`src/rtl/can_errcnt_pkg.sv`:
```
package can_errcnt_pkg;

    // Operation selected for the transmit counter in one cycle
    typedef enum logic [1:0] {
        TXOP_HOLD = 2'd0,
        TXOP_ADD  = 2'd1,
        TXOP_SUB  = 2'd2
    } tx_op_e;

    // Operation selected for the receive counter in one cycle
    typedef enum logic [1:0] {
        RXOP_HOLD = 2'd0,
        RXOP_ADD  = 2'd1,
        RXOP_SUB  = 2'd2,
        RXOP_RUN  = 2'd3
    } rx_op_e;

endpackage

```
`src/rtl/can_fc_wrport.sv`:
```
module can_fc_wrport #(
    parameter int unsigned CNT_W     = 8,
    parameter int unsigned TEST_W    = 3,
    parameter logic [2:0]  TEST_CODE = 3'b100,
    localparam int unsigned WORD_W   = 2 * CNT_W
) (
    input  logic [TEST_W-1:0] test_sel,
    input  logic              halted,
    input  logic              wr_en,
    input  logic [WORD_W-1:0] wr_data,
    input  logic [CNT_W-1:0]  tx_cnt,
    input  logic [CNT_W-1:0]  rx_cnt,
    output logic              wr_accept,
    output logic [CNT_W-1:0]  wr_value,
    output logic [WORD_W-1:0] rd_word
);
    logic test_match;

    always_comb begin
        test_match = (test_sel == TEST_W'(TEST_CODE));
        wr_accept  = wr_en && test_match && halted;
        // upper field carries the value for both counters
        wr_value   = wr_data[WORD_W-1:CNT_W];
        rd_word    = {tx_cnt, rx_cnt};
    end
endmodule

```
`src/rtl/can_fc_txnext.sv`:
```
module can_fc_txnext
    import can_errcnt_pkg::*;
#(
    parameter int unsigned CNT_W       = 8,
    parameter int unsigned TX_ERR_STEP = 8,
    localparam int unsigned SUM_W      = CNT_W + 1
) (
    input  logic [CNT_W-1:0] tx_cnt,
    input  logic             tx_err,
    input  logic             tx_ok,
    output logic [CNT_W-1:0] tx_nxt,
    output logic             tx_over
);
    localparam logic [SUM_W-1:0] CNT_MAX = SUM_W'((1 << CNT_W) - 1);

    tx_op_e           op;
    logic [SUM_W-1:0] sum;

    always_comb begin
        if (tx_err)     op = TXOP_ADD;
        else if (tx_ok) op = TXOP_SUB;
        else            op = TXOP_HOLD;

        sum     = {1'b0, tx_cnt} + SUM_W'(TX_ERR_STEP);
        tx_over = (op == TXOP_ADD) && (sum > CNT_MAX);

        unique case (op)
            TXOP_ADD: tx_nxt = tx_over ? CNT_MAX[CNT_W-1:0] : sum[CNT_W-1:0];
            TXOP_SUB: tx_nxt = (tx_cnt == '0) ? '0 : tx_cnt - CNT_W'(1);
            default:  tx_nxt = tx_cnt;
        endcase
    end
endmodule

```
`src/rtl/can_fc_rxnext.sv`:
```
module can_fc_rxnext
    import can_errcnt_pkg::*;
#(
    parameter int unsigned CNT_W        = 8,
    parameter int unsigned RECOVER_RUNS = 128,
    localparam int unsigned SUM_W       = CNT_W + 1
) (
    input  logic [CNT_W-1:0] rx_cnt,
    input  logic             bus_off,
    input  logic             rx_err,
    input  logic             rx_ok,
    input  logic             idle_run,
    output logic [CNT_W-1:0] rx_nxt,
    output logic             recovered
);
    localparam logic [SUM_W-1:0] CNT_MAX = SUM_W'((1 << CNT_W) - 1);

    rx_op_e           op;
    logic [SUM_W-1:0] inc;

    always_comb begin
        if (bus_off)     op = idle_run ? RXOP_RUN : RXOP_HOLD;
        else if (rx_err) op = RXOP_ADD;
        else if (rx_ok)  op = RXOP_SUB;
        else             op = RXOP_HOLD;

        inc       = {1'b0, rx_cnt} + SUM_W'(1);
        recovered = (op == RXOP_RUN) && (inc >= SUM_W'(RECOVER_RUNS));

        unique case (op)
            RXOP_ADD: rx_nxt = (inc > CNT_MAX) ? CNT_MAX[CNT_W-1:0] : inc[CNT_W-1:0];
            RXOP_SUB: rx_nxt = (rx_cnt == '0) ? '0 : rx_cnt - CNT_W'(1);
            RXOP_RUN: rx_nxt = recovered ? '0 : inc[CNT_W-1:0];
            default:  rx_nxt = rx_cnt;
        endcase
    end
endmodule

```
`src/rtl/can_fc_status.sv`:
```
module can_fc_status #(
    parameter int unsigned CNT_W       = 8,
    parameter int unsigned PASSIVE_LVL = 128
) (
    input  logic [CNT_W-1:0] tx_cnt,
    input  logic [CNT_W-1:0] rx_cnt,
    input  logic             bus_off_q,
    output logic             err_active,
    output logic             err_passive
);
    logic over_lvl;

    always_comb begin
        over_lvl    = (tx_cnt >= CNT_W'(PASSIVE_LVL)) || (rx_cnt >= CNT_W'(PASSIVE_LVL));
        err_passive = !bus_off_q && over_lvl;
        err_active  = !bus_off_q && !over_lvl;
    end
endmodule

```
`src/rtl/can_errcnt_top.sv`:
```
module can_errcnt_top #(
    parameter int unsigned CNT_W        = 8,
    parameter int unsigned TEST_W       = 3,
    parameter logic [2:0]  TEST_CODE    = 3'b100,
    parameter int unsigned TX_ERR_STEP  = 8,
    parameter int unsigned PASSIVE_LVL  = 128,
    parameter int unsigned RECOVER_RUNS = 128,
    localparam int unsigned WORD_W      = 2 * CNT_W
) (
    input  logic              clk,
    input  logic              rst_n,
    input  logic              reset_req,
    input  logic              ev_tx_err,
    input  logic              ev_rx_err,
    input  logic              ev_tx_ok,
    input  logic              ev_rx_ok,
    input  logic              ev_idle_run,
    input  logic [TEST_W-1:0] test_sel,
    input  logic              halted,
    input  logic              wr_en,
    input  logic [WORD_W-1:0] wr_data,
    output logic [WORD_W-1:0] rd_data,
    output logic [CNT_W-1:0]  tx_count,
    output logic [CNT_W-1:0]  rx_count,
    output logic              err_active,
    output logic              err_passive,
    output logic              bus_off
);
    typedef struct packed {
        logic [CNT_W-1:0] tx;
        logic [CNT_W-1:0] rx;
        logic             boff;
    } fc_state_t;

    fc_state_t st_d, st_q;

    logic             wr_accept;
    logic [CNT_W-1:0] wr_value;
    logic [CNT_W-1:0] tx_nxt;
    logic             tx_over;
    logic [CNT_W-1:0] rx_nxt;
    logic             recovered;

    can_fc_wrport #(
        .CNT_W     (CNT_W),
        .TEST_W    (TEST_W),
        .TEST_CODE (TEST_CODE)
    ) u_wrport (
        .test_sel  (test_sel),
        .halted    (halted),
        .wr_en     (wr_en),
        .wr_data   (wr_data),
        .tx_cnt    (st_q.tx),
        .rx_cnt    (st_q.rx),
        .wr_accept (wr_accept),
        .wr_value  (wr_value),
        .rd_word   (rd_data)
    );

    can_fc_txnext #(
        .CNT_W       (CNT_W),
        .TX_ERR_STEP (TX_ERR_STEP)
    ) u_txnext (
        .tx_cnt  (st_q.tx),
        .tx_err  (ev_tx_err),
        .tx_ok   (ev_tx_ok),
        .tx_nxt  (tx_nxt),
        .tx_over (tx_over)
    );

    can_fc_rxnext #(
        .CNT_W        (CNT_W),
        .RECOVER_RUNS (RECOVER_RUNS)
    ) u_rxnext (
        .rx_cnt    (st_q.rx),
        .bus_off   (st_q.boff),
        .rx_err    (ev_rx_err),
        .rx_ok     (ev_rx_ok),
        .idle_run  (ev_idle_run),
        .rx_nxt    (rx_nxt),
        .recovered (recovered)
    );

    can_fc_status #(
        .CNT_W       (CNT_W),
        .PASSIVE_LVL (PASSIVE_LVL)
    ) u_status (
        .tx_cnt      (st_q.tx),
        .rx_cnt      (st_q.rx),
        .bus_off_q   (st_q.boff),
        .err_active  (err_active),
        .err_passive (err_passive)
    );

    // Next-state selection, highest priority first
    always_comb begin
        st_d = st_q;
        if (reset_req) begin
            st_d = '0;
        end else if (wr_accept) begin
            st_d.tx = wr_value;
            st_d.rx = wr_value;
        end else if (st_q.boff) begin
            st_d.rx = rx_nxt;
            if (recovered) begin
                st_d = '0;
            end
        end else if (tx_over) begin
            st_d      = '0;
            st_d.boff = 1'b1;
        end else begin
            st_d.tx = tx_nxt;
            st_d.rx = rx_nxt;
        end
    end

    always_ff @(posedge clk or negedge rst_n) begin
        if (!rst_n) st_q <= '0;
        else        st_q <= st_d;
    end

    always_comb begin
        tx_count = st_q.tx;
        rx_count = st_q.rx;
        bus_off  = st_q.boff;
    end
endmodule

```
`config.mk`:
```
export PLATFORM = sky130hd
export DESIGN_NAME = can_errcnt_top
export DESIGN_NICKNAME = d
export VERILOG_FILES = /design/src/rtl/can_errcnt_pkg.sv /design/src/rtl/can_fc_wrport.sv /design/src/rtl/can_fc_txnext.sv /design/src/rtl/can_fc_rxnext.sv /design/src/rtl/can_fc_status.sv /design/src/rtl/can_errcnt_top.sv
export SDC_FILE = /design/constraint.sdc
export NUM_CORES = 1
export LEC_CHECK = 0
export BUFFER_PORTS_ARGS = -buffer_cell sky130_fd_sc_hd__buf_2
export CAP_MARGIN = 15
export CORE_ASPECT_RATIO = 1.25
export CORE_MARGIN = 8
export CORE_UTILIZATION = 55
export CTS_CLUSTER_SIZE = 8
export DETAILED_ROUTE_END_ITERATION = 10
export PLACE_DENSITY_LB_ADDON = 0.2
export SLEW_MARGIN = 30
export SYNTH_ARGS = -nofsm -noshare
export SYNTH_HDL_FRONTEND = slang
export SYNTH_SLANG_ARGS = --single-unit
export TNS_END_PERCENT = 5
```
`constraint.sdc`:
```
create_clock -name clk -period 3.6 [get_ports clk]
set_clock_uncertainty 0.2 [all_clocks]
set_input_delay 0.18 -clock clk [delete_from_list [all_inputs] [get_ports clk]]
set_output_delay 0.18 -clock clk [all_outputs]
set_load 0.1 [all_outputs]
```
==> results.toml, run 1 <==
[logic_synthesis]
synth_top_area_share = 0.2005
synth_commonest_cells = "nor2_1 (29), nand2_1 (18), buf_4 (17), dfrtp_1 (17)"
ys_warn_count = 0
syn-instance-count = 267
avgSynthCellArea_um2 = 7.948
synth_most_common_cell = "nor2_1"
seq_area_frac_synth = 0.2005
synth_enable_flop_cells = 0
async_flop_share = 1.000
synth_seq_cells = 17
yosysUniqueCellTypes = 73
synth_nets = 306
synth_top_flop_cell = "dfrtp_1"
ys_top_cells_by_area = "dfrtp_1 (20%), buf_4 (6.0%), ha_1 (5.9%), nor2_1 (5.1%), a21oi_1 (3.8%)"
yosys.area.top_type = "dfrtp_1"
netlist_area_mm2 = 0.002122

[global_route]
grt_pass1_vias = 1991
grt_pass1_wl_um = 9770
grtUsageTotal = 0.1944
met2_usage = 0.3660
antenna_found_initial = 0
busiest_layer = "met2"
met3_usage = 0.02358
grt_use_met1 = 0.2078
overflow = 0
grt_max_degree = 19

[critical_path]
crit_chain = "ha_1 > nand2_1 > and4_1 > a311oi_2 > nor2b_1 > o311ai_1 > a21oi_1"
cp_max_fo = 9
crit_buf_inv = 0
required_ps = 3520
startpoint_type = "flop"
crit_type = "flop to flop"
end_kind = "flop"
cp_top_family = "compound AO/OA/AOI/OAI gates"
crit_path_max_incr_delay_ps = 500
crit_arrival_ps = 2530
cp_slowest_cell = "a311oi_2"

[routing]
antenna_left = 0
num_vias = 2083
avgRoutedWirePerCell_um = 18.23
post-route-drc-count = 0
routed_via_density = 6.199
drtIter0Drc = 175
drt-total-wl_um = 6124
drt_first_pass_iters = 4

[sta]
rsz0062_at_grt = "no"
final_max_slew_viol_count = 0
fin_crit_sh = 0.7252
hold_violations = 0
fmax_mhz = 383.1
finalSetupViolations = 0
setup_tns_ps = 0
worstMarginPinSlew_ps = 674.2
fin_ws_ps = 989.4
slew_headroom = 0.5471
finalCriticalPeriod_ps = 2611

[pwr]
powerDensity_mw_per_mm2 = 515.6
combPwrFrac = 0.645
ir_worst_vdd_mv = 0.3204
switching_power_w = 0.0007243
p_total_w = 0.001190
clkPwrFrac = 0.117
p_leak_nw = 1.029
switching_share = 0.6089
p_int_w = 0.0004652
p_seq_frac = 0.237

[floorplanning]
dieArea_mm2 = 0.006114
design.core.area_mm2 = 0.003754
fp-row-count = 25
die_x_um = 71.56
ios = 64
start_util = 0.5653
die_h_um = 85.45

[place]
pre_cts_ws_ps = 1009
routabilityCongestion = 0.9521
placed_cells = 329
portBuffers = 55
dp_hpwl_um = 4694

[final_layout]
num-nets-final = 336
final_layout_size_suffix_gt1_frac = 0.2905
fill_cells = 368
antenna_cells = 0
synthToLayoutAreaGrowth_pct = 8.726
instances_no_fill = 336
fin_util = 0.6147

[clock_tree]
path_clk_slew_ps = 60
clock-root-buffer = "clkbuf_8"
clk_path_buf_depth = 2
cts_tree = "built"
cts.sinks = 17
cts_buffers = 3
htreeDepth = 1
postCtsSetupBuffers = 0
clk_latency_ps = 250

[run_status]
status = "complete, no violations"

[run]
drv_cap = 0

[worst_hold_path]
hold_class = "input pin to flop"
==> stage by stage <==
| step | hold WS (ps) | area, um2 |
|---|---|---|
| global placement | -75.61 | 2232 |
| global route | 23.73 | 2307 |
| floorplan | -315.6 | 2122 |
| CTS | 7.442 | 2307 |
| finish | 7.986 | 2307 |
| detailed placement | -66.40 | 2232 |
==> registers in the layout, summed over array words and instances, names as in the netlist <==
register	flops
rx_count	8
tx_count	8
bus_off	1
==> repair_timing <==
item,CTS,global route
gates resized for setup,0,0
hold buffers,3,0
hold endpoints to repair,19,0
==> logic make-up (layout without fill, tap and decap cells) <==
family / count (synthesis) / count (layout) / synth area share
XOR/XNOR: 8 / 8 / 0.03302
buffers and inverters: 45 / 74 / 0.1244
multiplexers: 1 / 1 / 0.004717
AO/OA/AOI/OAI: 79 / 79 / 0.3007
AND/OR/NAND/NOR: 107 / 107 / 0.2777
flip-flops: 17 / 17 / 0.2005
adder cells (fa/ha/maj): 10 / 10 / 0.05896
==> final cells by class <==
| cell class | count | area, um2 | area share |
|---|---|---|---|
| sequential | 17 | 425.4 | 0.1844 |
| inverter | 11 | 41.29 | 0.01790 |
| tap | 40 | 50.05 | 0.02169 |
| clock buffer | 4 | 45.04 | 0.01952 |
| multi-input combinational | 205 | 1433 | 0.6209 |
| timing repair buffer | 59 | 312.8 | 0.1356 |
==> routing by layer <==
layer	share of wire	vias to the layer above
met5	0	-
met4	0.021	0
met3	0.032	10
met2	0.54	50
met1	0.40	997
li1	-	1026
==> placed cells by master, fill, tap and decap left out, drive strengths merged, types with 3 or more instances in the layout <==
cell type    netlist  final
nand2b             4      4
nand4              5      5
nor2b              4      4
nor2              29     29
dlygate4sd3        0      3
xor2               4      4
xnor2              4      4
o22ai              3      3
nand3             16     16
nand3b             3      3
a211oi             5      5
o21bai             3      3
ha                10     10
clkbuf             6      4
and3               4      4
and4               4      4
a21oi             18     18
inv               11     11
a31oi             10     10
a32oi              5      5
nand2             19     19
nor3               7      7
buf               28     56
o21ai              8      8
dfrtp             17     17
==> tightest hold or removal path, stage by stage <==
cell and delay [ps]:
buf_2 90, nand2_1 70, a21oi_1 70
==> power groups by stage <==
stage               logic [W]  clock network [W]  registers (W)
floorplan            0.000534                  0       0.000422
CTS                  0.000767           0.000144       0.000281
global route         0.000805           0.000151       0.000288
finish               0.000767           0.000140       0.000282
global placement     0.000754                  0       0.000283
detailed placement   0.000762                  0       0.000284
==> path summary, 6_finish.rpt <==
| path | from | to | slack (ps) | cells past startpoint |
|---|---|---|---|---|
| setup / recovery | rx_count[0] | rx_count[1] | 990 | 7 |
| hold / removal | wr_data[8] | tx_count[0] | 8 | 3 |
| setup reg to reg | rx_count[0] | rx_count[1] | 990 | 7 |
| hold reg to reg | tx_count[2] | tx_count[2] | 490 | 2 |
| max in group asynchronous | rst_n | tx_count[4] | 2710 | 2 |
| min in group asynchronous | rst_n | tx_count[0] | 200 | 2 |
(Power assumes the default switching activity.)
==> run 2, diff against run 1 <==
--- a/config.mk
+++ b/config.mk
@@ -9,7 +9,7 @@
 export CAP_MARGIN = 15
 export CORE_ASPECT_RATIO = 1.25
 export CORE_MARGIN = 8
-export CORE_UTILIZATION = 55
+export CORE_UTILIZATION = 53
 export CTS_CLUSTER_SIZE = 8
 export DETAILED_ROUTE_END_ITERATION = 10
 export PLACE_DENSITY_LB_ADDON = 0.2
==> constraint.sdc (replaced) <==
create_clock -name clk -period 2.51 [get_ports clk]
set_clock_uncertainty 0.2 [all_clocks]
set_input_delay 0.1255 -clock clk [delete_from_list [all_inputs] [get_ports clk]]
set_output_delay 0.1255 -clock clk [all_outputs]
set_load 0.1 [all_outputs]
==> results.toml, run 2 (same netlist as run 1, synthesis figures left out) <==
[global_route]
grt_pass1_wl_um = 10010
overflow = 0
grtUsageTotal = 0.1949
grt_pass1_vias = 2102
antenna_found_initial = 0
grt_max_degree = 19

[routing]
drt_first_pass_iters = 5
antenna_left = 0
drtIter0Drc = 153
drt-total-wl_um = 6109
avgRoutedWirePerCell_um = 16.78
post-route-drc-count = 0
routed_via_density = 6.071
num_vias = 2210

[sta]
rsz0062_at_grt = "no"
slew_headroom = 0.6382
fmax_mhz = 422.2
finalCriticalPeriod_ps = 2369
hold_violations = 0
final_max_slew_viol_count = 0
finalSetupViolations = 0
worstMarginPinSlew_ps = 541.5
hold_ws_ps = 35.34
fin_crit_sh = 0.9436

[clock_tree]
htreeDepth = 1
clock-root-buffer = "clkbuf_8"
cts_buffers = 3
clk_latency_ps = 250
clk_path_buf_depth = 2
cts.sinks = 17
cts_tree = "built"
path_clk_slew_ps = 70

[final_layout]
most-common-layout-cells = "buf_2 (55), nor2_1 (28), nand2_1 (18), a21oi_1 (16), nand3_1 (16)"
synthToLayoutAreaGrowth_pct = 15.68
num-nets-final = 350
final_layout_size_suffix_gt1_frac = 0.3355
fill_cells = 376
instances_no_fill = 364
final_common_cell = "buf_2"
multi_input_area_mm2 = 0.001445
regArea_um2 = 429.2
antenna_cells = 0

[floorplanning]
fp-row-count = 25
ios = 64
die_h_um = 86.75
dieArea_mm2 = 0.006297
design.core.area_mm2 = 0.003816
die_x_um = 72.60
start_util = 0.5561

[pwr]
ir_worst_vdd_mv = 0.5198
p_leak_nw = 1.102
powerDensity_mw_per_mm2 = 714.4
p_seq_frac = 0.225
p_int_w = 0.0006954
switching_share = 0.6035
combPwrFrac = 0.655
clkPwrFrac = 0.120
switching_power_w = 0.001058

[run_status]
status = "complete, no violations"

[critical_path]
cp_top_family = "compound AO/OA/AOI/OAI gates"
crit_buf_inv = 0
startpoint_type = "flop"
crit_arrival_ps = 2300
cp_slowest_cell = "dfrtp_1"
required_ps = 2440
crit_type = "flop to flop"
crit_path_max_incr_delay_ps = 500
crit_chain = "ha_1 > xor2_1 > nand2_1 > o211a_1 > and2_1 > a32oi_1 > o22ai_1"
end_kind = "flop"
cp_max_fo = 7

[place]
portBuffers = 55
routabilityCongestion = 0.9078
dp_hpwl_um = 4796
placed_cells = 354

[run]
drv_cap = 0

[worst_hold_path]
hold_class = "input pin to flop"
## run 2: cell count changes in the layout (fill, tap and decap cells not counted), sizes merged
cell         before  now
buf              56   67
clkbuf            4    3
clkinv            0    1
dlygate4sd3       3    6
## run 2: what timing repair did
| action | in CTS | in global routing |
|---|---|---|
| resized for setup | 0 | 2 |
| endpoints found under the setup margin | 0 | 2 |
| setup buffers | 0 | 0 |
| hold buffers | 6 | 0 |
| hold endpoints to repair | 23 | 0 |
## run 2: routing by layer
| layer | routed length, um | track usage | share of wire | vias to the layer above |
|---|---|---|---|---|
| li1 | - | - | - | 1059 |
| met2 | 3176 | 0.3361 | 0.52 | 77 |
| met1 | 2491 | 0.2296 | 0.41 | 1058 |
| met3 | 266 | 0.02309 | 0.044 | 16 |
| met4 | 176 | 0.09489 | 0.029 | 0 |
| met5 | 0 | 0 | 0 | - |
## run 2: tightest hold or removal path, stage by stage
cell and delay (ps):
buf_2 70, o21bai_1 120, a21oi_1 130
## run 2: path summary, 6_finish.rpt
| kind | from | endpoint | slack (ps) | cells past startpoint |
|---|---|---|---|---|
| max in group asynchronous | rst_n | rx_count[0] | 1660 | 2 |
| min in group asynchronous | rst_n | tx_count[0] | 130 | 2 |
| worst max-delay path | tx_count[4] | tx_count[3] | 140 | 7 |
| worst min-delay path | wr_data[15] | rx_count[7] | 40 | 3 |
| worst max register to register | tx_count[4] | tx_count[3] | 140 | 7 |
| worst min register to register | tx_count[2] | tx_count[2] | 470 | 2 |
## run 2: power groups by stage
stage / Sequential, W / Combinational (W) / Clock (W)
after CTS: 0.000392 / 0.00115 / 0.000214
after global placement: 0.000396 / 0.00113 / 0
after detailed placement: 0.000397 / 0.00114 / 0
after global routing: 0.000402 / 0.00121 / 0.000230
after floorplan: 0.000606 / 0.000769 / 0
final: 0.000394 / 0.00115 / 0.000210
## run 2: stage by stage
step           setup TNS, ps  area (um2)  total power (W)    util  worst slack [ps]
3_3_place_gp               0        2342         0.001526  0.6138             191.6
4_1_cts                    0        2449         0.001753  0.6416             135.9
3_5_place_dp               0        2342         0.001533  0.6138             151.9
2_1_floorplan          -3117        2132         0.001376       -            -351.7
5_1_grt                    0        2455         0.001840  0.6433             4.789
6_report                   0        2455         0.001754  0.6433             141.5
## run 2: area by class of cell
cell class	instances	area share
multi-input cells	205	0.5887
flip-flops and latches	17	0.1748
repair buffers	73	0.1733
well taps	54	0.02752
clock buffers	3	0.01682
inverters	11	0.01682
clock inverters	1	0.002039
==> run 3, diff against run 2 <==
--- a/config.mk
+++ b/config.mk
@@ -13,6 +13,7 @@
 export CTS_CLUSTER_SIZE = 8
 export DETAILED_ROUTE_END_ITERATION = 10
 export PLACE_DENSITY_LB_ADDON = 0.2
+export REMOVE_ABC_BUFFERS = 1
 export SLEW_MARGIN = 30
 export SYNTH_ARGS = -nofsm -noshare
 export SYNTH_HDL_FRONTEND = slang
==> results.toml, run 3 (same netlist as run 1, synthesis figures left out) <==
[worst_hold_path]
hold_path_depth = 3
min_from = "wr_data[15]"
whs_endpoint = "rx_count[7]"
hold_class = "input pin to flop"

[sta]
fin_ws_ps = 172.7
finalSetupViolations = 0
hold_violations = 0
final_max_slew_viol_count = 0
fmax_mhz = 427.8
finalCriticalPeriod_ps = 2337
rsz0062_at_grt = "no"
fin_crit_sh = 0.9312
slew_headroom = 0.6541
worstMarginPinSlew_ps = 517.8

[global_route]
grt_pass1_wl_um = 9949
antenna_found_initial = 0
grt_max_degree = 19
grt_pass1_vias = 2129
overflow = 0
grtUsageTotal = 0.1963

[floorplanning]
die_x_um = 72.60
fp-row-count = 25
ios = 64
dieArea_mm2 = 0.006297
start_util = 0.5561
design.core.area_mm2 = 0.003816
die_h_um = 86.75

[pwr]
ir_worst_vdd_mv = 0.6207
powerDensity_mw_per_mm2 = 711.3
p_leak_nw = 1.122

[place]
portBuffers = 55
pre_cts_ws_ps = 203.4
place_area_mm2 = 0.002362
dp_hpwl_um = 4907
routabilityCongestion = 0.9637

[clock_tree]
postCtsSetupBuffers = 0
cts_buffers = 3
clock-root-buffer = "clkbuf_8"
htreeDepth = 1
clk_path_buf_depth = 2
cts_tree = "built"
cts.sinks = 17
clk_latency_ps = 260
path_clk_slew_ps = 70

[critical_path]
end_kind = "flop"
startpoint_type = "flop"
crit_chain = "inv_1 > ha_1 > nor4b_1 > a21oi_2 > nand3_1 > o31a_1 > o21a_1 > a221oi_2"
cp_top_family = "compound AO/OA/AOI/OAI gates"
cp_max_fo = 8
r2r_end = "tx_count[2]"
required_ps = 2480
crit_path_max_incr_delay_ps = 470
r2r-start = "tx_count[1]"
rr_worst_depth = 8
rrSetupSlack_ps = 170
cp_slowest_cell = "dfrtp_1"
crit_type = "flop to flop"
crit_buf_inv = 1
crit_arrival_ps = 2310

[final_layout]
regArea_um2 = 425.4
final_common_cell = "buf_2"
num-nets-final = 354
final_layout_size_suffix_gt1_frac = 0.3248
fill_cells = 360
multi_input_area_mm2 = 0.001433
antenna_cells = 0
fin_area_mm2 = 0.002469
synthToLayoutAreaGrowth_pct = 16.33
most-common-layout-cells = "buf_2 (55), nor2_1 (29), nand2_1 (18), dfrtp_1 (17)"

[run_status]
status = "complete, no violations"

[routing]
antenna_left = 0
drtIter0Drc = 242
routed_via_density = 6.016
drt-total-wl_um = 6152
post-route-drc-count = 0
num_vias = 2214
avgRoutedWirePerCell_um = 16.72
drt_first_pass_iters = 5

[run]
drv_cap = 0
run 3: cell count changes in the layout (fill, tap and decap cells not counted), sizes merged:
cell	previous run	this run
buf	67	71
run 3: cell type report:
type                       instances  area share
timing repair buffer              77      0.1845
multi-input combinational        205      0.5803
tap                               54     0.02737
sequential                        17      0.1723
inverter                          11     0.01673
clock inverter                     1    0.002027
clock buffer                       3     0.01673
run 3: where the power goes:
group          total (W)  switching (W)  internal, W
registers       0.000374      0.0000670     0.000307
clock network   0.000211       0.000101     0.000110
logic            0.00117       0.000886     0.000285
run 3: per-layer routing:
layer,vias to the layer above,track usage,part of all wire
li1,1063,-,-
met1,1029,0.2075,0.39
met2,107,0.3589,0.52
met3,15,0.03811,0.066
met4,0,0.09124,0.024
met5,-,0,0
run 3: how the worst max path moves through the flow:
stage,endpoint,from,depth (start not counted)
after floorplan,err_active,rx_count[7],1
after global placement,tx_count[2],tx_count[1],8
after detailed placement,tx_count[2],tx_count[1],8
after CTS,tx_count[2],tx_count[1],8
after global routing,tx_count[2],tx_count[1],8
final,tx_count[2],tx_count[1],8
run 3: worst register-to-register path, stage by stage (launching register included):
cell and delay [ps]:
dfrtp_1 470, inv_1 90, ha_1 220, nor4b_1 170, a21oi_2 230, nand3_1 190
o31a_1 310, o21a_1 130, a221oi_2 230
run 3: stage by stage:
| stage | util | total power [W] | cells | hold WS, ps | setup TNS (ps) |
|---|---|---|---|---|---|
| 6_report | 0.6469 | 0.001756 | 368 | 19.65 | 0 |
| 5_1_grt | 0.6469 | 0.001838 | 368 | 41.00 | 0 |
| 3_5_place_dp | 0.6190 | 0.001537 | 358 | -121.9 | 0 |
| 4_1_cts | 0.6469 | 0.001755 | 368 | 14.68 | 0 |
| 2_1_floorplan | - | 0.001296 | 233 | -370.1 | -18650 |
| 3_3_place_gp | 0.6190 | 0.001527 | 358 | -128.4 | 0 |
run 3: timing repair:
| item | in CTS | in global routing |
|---|---|---|
| endpoints found under the hold margin | 24 | 0 |
| gates resized for setup | 0 | 0 |
| hold buffers | 6 | 0 |
